===== src/rtl/freqm_pkg.sv =====
package freqm_pkg;
  localparam int DATA_W   = 32;
  localparam int WIN_W    = 24;
  localparam int NCH      = 4;
  localparam int SEL_W    = $clog2(NCH);

  localparam int OFF_CTRL   = 'h00;
  localparam int OFF_RESULT = 'h0C;
  localparam int OFF_STATUS = 'h10;

  localparam int BIT_ENABLE = 24;
  localparam int CHAN_LSB   = 26;
  localparam int BIT_VALID  = 0;
  localparam int BIT_GATE   = 8;
endpackage


===== src/rtl/freqm_regfile.sv =====
module freqm_regfile
  import freqm_pkg::*;
#(
  parameter int ADDR_W = 5
) (
  input  logic              clk,
  input  logic              rst_n,
  input  logic              wr,
  input  logic [ADDR_W-1:0] addr,
  input  logic [DATA_W-1:0] wdata,
  input  logic              valid,
  input  logic [WIN_W-1:0]  result,
  output logic [DATA_W-1:0] rdata,
  output logic [WIN_W-1:0]  window,
  output logic              det_en,
  output logic [SEL_W-1:0]  chan,
  output logic              gate_en
);
  localparam logic [ADDR_W-1:0] A_CTRL   = ADDR_W'(OFF_CTRL);
  localparam logic [ADDR_W-1:0] A_RESULT = ADDR_W'(OFF_RESULT);
  localparam logic [ADDR_W-1:0] A_STATUS = ADDR_W'(OFF_STATUS);

  logic hit_ctrl, hit_result, hit_status;
  assign hit_ctrl   = (addr == A_CTRL);
  assign hit_result = (addr == A_RESULT);
  assign hit_status = (addr == A_STATUS);

  logic unused_wbits;
  assign unused_wbits = ^{wdata[DATA_W-1:CHAN_LSB+SEL_W], wdata[BIT_ENABLE+1]};

  always_ff @(posedge clk) begin
    if (!rst_n) begin
      window  <= '0;
      det_en  <= 1'b0;
      chan    <= '0;
      gate_en <= 1'b0;
    end else if (wr) begin
      if (hit_ctrl) begin
        window <= wdata[WIN_W-1:0];
        det_en <= wdata[BIT_ENABLE];
        chan   <= wdata[CHAN_LSB +: SEL_W];
      end
      if (hit_status) begin
        gate_en <= wdata[BIT_GATE];
      end
    end
  end

  always_comb begin
    rdata = '0;
    if (hit_ctrl) begin
      rdata[WIN_W-1:0]          = window;
      rdata[BIT_ENABLE]         = det_en;
      rdata[CHAN_LSB +: SEL_W]  = chan;
    end else if (hit_result) begin
      rdata[WIN_W-1:0]          = result;
    end else if (hit_status) begin
      rdata[BIT_VALID]          = valid;
      rdata[BIT_GATE]           = gate_en;
    end
  end
endmodule


===== src/rtl/freqm_chan_sel.sv =====
module freqm_chan_sel #(
  parameter int N_CH  = 4,
  parameter int SEL_B = 2
) (
  input  logic [N_CH-1:0]  ticks,
  input  logic [SEL_B-1:0] sel,
  output logic             tick
);
  logic [N_CH-1:0] hit;
  for (genvar i = 0; i < N_CH; i++) begin : g_ch
    assign hit[i] = ticks[i] & (sel == SEL_B'(i));
  end
  assign tick = |hit;
endmodule


===== src/rtl/freqm_window_ctr.sv =====
module freqm_window_ctr #(
  parameter int WW = 24
) (
  input  logic          clk,
  input  logic          rst_n,
  input  logic          det_en,
  input  logic          gate_en,
  input  logic [WW-1:0] window,
  input  logic          tick,
  output logic          valid,
  output logic [WW-1:0] result,
  output logic [WW-1:0] ref_cnt
);
  logic [WW-1:0] edge_cnt;
  logic          active;
  logic          last;
  logic [WW:0]   ref_next;

  assign active   = det_en & gate_en & ~valid & (window != '0);
  assign ref_next = {1'b0, ref_cnt} + (WW+1)'(1);
  assign last     = (ref_next >= {1'b0, window});

  always_ff @(posedge clk) begin
    if (!rst_n) begin
      ref_cnt  <= '0;
      edge_cnt <= '0;
      valid    <= 1'b0;
      result   <= '0;
    end else if (!det_en) begin
      ref_cnt  <= '0;
      edge_cnt <= '0;
      valid    <= 1'b0;
    end else if (active) begin
      ref_cnt  <= ref_next[WW-1:0];
      edge_cnt <= edge_cnt + WW'(tick);
      if (last) begin
        valid  <= 1'b1;
        result <= edge_cnt + WW'(tick);
      end
    end
  end
endmodule


===== src/rtl/freqm_top.sv =====
module freqm_top
  import freqm_pkg::*;
#(
  parameter int ADDR_W = 5
) (
  input  logic              clk,
  input  logic              rst_n,
  input  logic              reg_wr,
  input  logic [ADDR_W-1:0] reg_addr,
  input  logic [31:0]       reg_wdata,
  output logic [31:0]       reg_rdata,
  input  logic [3:0]        mon_tick
);
  logic [WIN_W-1:0] window;
  logic             det_en;
  logic [SEL_W-1:0] chan;
  logic             gate_en;
  logic             valid;
  logic [WIN_W-1:0] result;
  logic [WIN_W-1:0] ref_cnt;
  logic             tick;

  freqm_regfile #(.ADDR_W(ADDR_W)) u_regs (
    .clk(clk), .rst_n(rst_n), .wr(reg_wr), .addr(reg_addr),
    .wdata(reg_wdata), .valid(valid), .result(result), .rdata(reg_rdata),
    .window(window), .det_en(det_en), .chan(chan), .gate_en(gate_en)
  );

  freqm_chan_sel #(.N_CH(NCH), .SEL_B(SEL_W)) u_sel (
    .ticks(mon_tick), .sel(chan), .tick(tick)
  );

  freqm_window_ctr #(.WW(WIN_W)) u_ctr (
    .clk(clk), .rst_n(rst_n), .det_en(det_en), .gate_en(gate_en),
    .window(window), .tick(tick), .valid(valid), .result(result),
    .ref_cnt(ref_cnt)
  );
endmodule


===== config.mk =====
export PLATFORM = sky130hd
export DESIGN_NAME = freqm_top
export DESIGN_NICKNAME = d
export VERILOG_FILES = /design/src/rtl/freqm_pkg.sv /design/src/rtl/freqm_regfile.sv /design/src/rtl/freqm_chan_sel.sv /design/src/rtl/freqm_window_ctr.sv /design/src/rtl/freqm_top.sv
export SDC_FILE = /design/constraint.sdc
export NUM_CORES = 1
export LEC_CHECK = 0
export ABC_AREA = 1
export BUFFER_PORTS_ARGS = -buffer_cell sky130_fd_sc_hd__buf_2
export CAP_MARGIN = 5
export CORE_MARGIN = 2
export CORE_UTILIZATION = 46
export DETAILED_ROUTE_END_ITERATION = 10
export PLACE_DENSITY = 0.7
export RECOVER_POWER = 25
export SYNTH_ARGS = -nofsm -noshare
export SYNTH_HDL_FRONTEND = slang
export SYNTH_HIERARCHICAL = 1
export SYNTH_SLANG_ARGS = --single-unit

===== constraint.sdc =====
create_clock -name clk -period 8.55 [get_ports clk]
set_input_delay 0.4275 -clock clk [delete_from_list [all_inputs] [get_ports clk]]
set_output_delay 0.4275 -clock clk [all_outputs]
set_load 0.02 [all_outputs]

==> results.cfg <==
[critical_path]
endpoint_kind = flop
crit_slowest_cell = clkbuf_1
worstSetupStartpointType = input port
worst-path-stages = 6
required_ns = 8.83
worstPathMaxFanout = 52
reg2reg_depth = 21
path_class = in -> reg
cp.buffers_inverters = 3
arrival_ns = 4.68
slowest_delay_ns = 1.62
crit_family = buffers and inverters
r2r_slack_ns = 5.04
cp_cell_sequence = buf_2 > clkbuf_1 > nand2_1 > inv_1 > o21ai_0 > a21oi_1

[sta]
hold_ws_ns = 0.286
period_minus_slack_ns = 4.41
totalNegativeSetupSlack_ns = 0
fmax_mhz = 227
setup_viol = 0
rsz0062_at_grt = false
worst_pin_slew_ns = 2.29
fin_crit_sh = 0.515
finalHoldViolations = 0
finalClockSkew_ns = 0.00790
postLayoutSetupSlackWorst_ns = 4.14
finalMaxSlewViolations = 53
slew-limit-headroom = -0.529

[clocking]
insertion_delay_ns = 0.36
cts_max_level = 3
cts.sinks = 101
postCtsHoldBufs = 0
clk_pin_slew_worst_paths_ns = 0.07
cts_buffer_depth = 2
cts_resized = 0
root_buffer = clkbuf_16
cts_tree = built
cts_buffers = 9
cts_setup_buffers = 0

[die]
core_area_um2 = 13200
fp.dieW_um = 120
start_util = 0.469
ios = 76
die_area_um2 = 14400
fp.dieH_um = 120
row_count = 42

[detailed_routing]
first_pass_iters = 4
vias_per_cell = 4.97
route.detailed.drc = 0
antenna_left = 0
drt-total-wl_um = 15500
wl_per_cell_um = 13.2
drt_iter0_drc = 393
vias = 5822

[min_path]
hold_path.class = in -> reg
hold_depth = 3

[synth]
yosysWarnings = 6
syn-mean-instance-area_um2 = 6.54
yosysSeqAreaShare = 0.327
ys.flop_type = dfxtp_1
ys_async_sr_fraction = 0
synth-edff-count = 0
synth-seq-cells = 101
syn_inst = 946
netlist_area_um2 = 6190
synth.distinct_cells = 40

[outcome]
outcome = finished, violations left
violations = max-capacitance violations, max-slew violations

[grt]
grt_antenna_before_repair = 0
grt_pass1_wl_um = 25700
grt_pass1_vias = 5412
grt_overflow = 0
track_usage = 0.225
grt_start_max_net_pins = 56

[placed_design]
dp_hpwl_um = 11500
pre_cts_ws_ns = 5.07
port_buffers = 65
place_congestion = 0.895

[cells_and_area]
syn2layout_area_growth_pct = 9.85
antennaDiodeCount = 0
utilization = 0.515
ff_latch_area_um2 = 2020
fill_cells = 1341
drive_above_1_share = 0.123
finalNetCount = 1062
multi_input_area_um2 = 3430

[pwr]
powerDensity_nw_per_um2 = 134
ir_drop_uv = 108
leakage_nw = 3.19

[run]
drv_cap = 1
==> kinds of logic (layout without fill, tap and decap cells) <==
group	count (synthesis)	count (layout)	synth area share
and+or+nand+nor	501	501	0.344
buffers and inverters	170	216	0.121
AOI/OAI and AO/OA	111	111	0.103
DFF	101	101	0.327
xor gates and xnor gates	35	35	0.0496
adders and majority gates	27	27	0.0546
other	1	5	0.000606
==> layer usage <==
metal	wire length, µm	GRT usage	part of all wire	up-vias
li1	-	-	-	3035
met1	7050	0.287	0.45	2648
met2	7520	0.379	0.48	117
met3	679	0.0499	0.044	22
met4	269	0.0662	0.017	0
met5	0	0	0	-
==> cell type report <==
class / count / share of cell area
clock buffer: 10 / 0.0337
tap: 176 / 0.0324
timing repair buffer: 68 / 0.0506
multi-input combinational: 679 / 0.505
clock inverter: 6 / 0.00700
sequential: 101 / 0.298
inverter: 132 / 0.0737
==> cells in the final DEF (no fill, tap or decap), drive strengths merged <==
cell type  synthesis  final
xnor2             11     11
o21bai             1      1
a211oi             5      5
a21o               2      2
nor3              13     13
nand2            241    241
nor2             178    178
nand3             43     43
clkinvlp           0      1
dfxtp            101    101
nor4               5      5
a21oi             43     43
xor2              24     24
nor3b              1      1
ha                27     27
nand4             14     14
inv              131    132
o21ai             60     60
and2               1      1
clkinv             1      5
or2                2      2
buf               24     67
clkbuf            14     11
conb               1      5
nand3b             3      3
==> registers in the layout, summed over array words and instances, names as in the netlist <==
signal / flops
u_ctr/edge_cnt: 24
u_ctr/ref_cnt: 24
u_ctr/result: 24
u_ctr/valid: 1
u_regs/chan: 2
u_regs/det_en: 1
u_regs/gate_en: 1
u_regs/window: 24
==> cell usage after synthesis (all sizes together), types with 2 or more instances <==
| library cell | count | area [µm²] |
|---|---|---|
| clkbuf | 14 | 52.6 |
| a21o | 2 | 15.0 |
| or2 | 2 | 12.5 |
| a21oi | 43 | 215 |
| nor4 | 5 | 31.3 |
| nor2 | 178 | 708 |
| buf | 24 | 194 |
| nor3 | 13 | 70.1 |
| nand2 | 241 | 915 |
| xor2 | 24 | 210 |
| o21ai | 60 | 364 |
| xnor2 | 11 | 96.3 |
| nand3b | 3 | 22.5 |
| a211oi | 5 | 37.5 |
| nand4 | 14 | 109 |
| inv | 131 | 497 |
| nand3 | 43 | 248 |
| ha | 27 | 338 |
| dfxtp | 101 | 2020 |
==> tightest hold or removal path: stages <==
cell and delay, ns:
buf_2 0.07, nor2_1 0.03, nor2_1 0.08
==> per-stage QoR <==
stage	instances	cell area, µm²	total power [W]
2_1_floorplan	950	6200	0.000520
3_3_place_gp	1156	6520	0.000533
3_5_place_dp	1156	6520	0.000533
5_1_grt	1172	6800	0.000947
4_1_cts	1172	6800	0.000919
6_report	1172	6800	0.000911
==> where the power goes <==
group	internal, W	switching, W
Sequential	0.000472	0.00000141
Combinational	0.0000167	0.0000326
Clock	0.000200	0.000189
==> path summary, 6_finish.rpt <==
| kind | to | start |
|---|---|---|
| max | u_ctr/ref_cnt[19]$_SDFFE_PN0P_ | rst_n |
| min | u_regs/window[0]$_SDFFE_PN0P_ | reg_wdata[0] |
| max reg2reg | u_ctr/valid$_SDFFE_PN0P_ | u_ctr/ref_cnt[2]$_SDFFE_PN0P_ |
| min reg2reg | u_ctr/result[7]$_SDFFE_PN0P_ | u_ctr/result[7]$_SDFFE_PN0P_ |
Note: power is estimated with default switching activity, not from simulation.
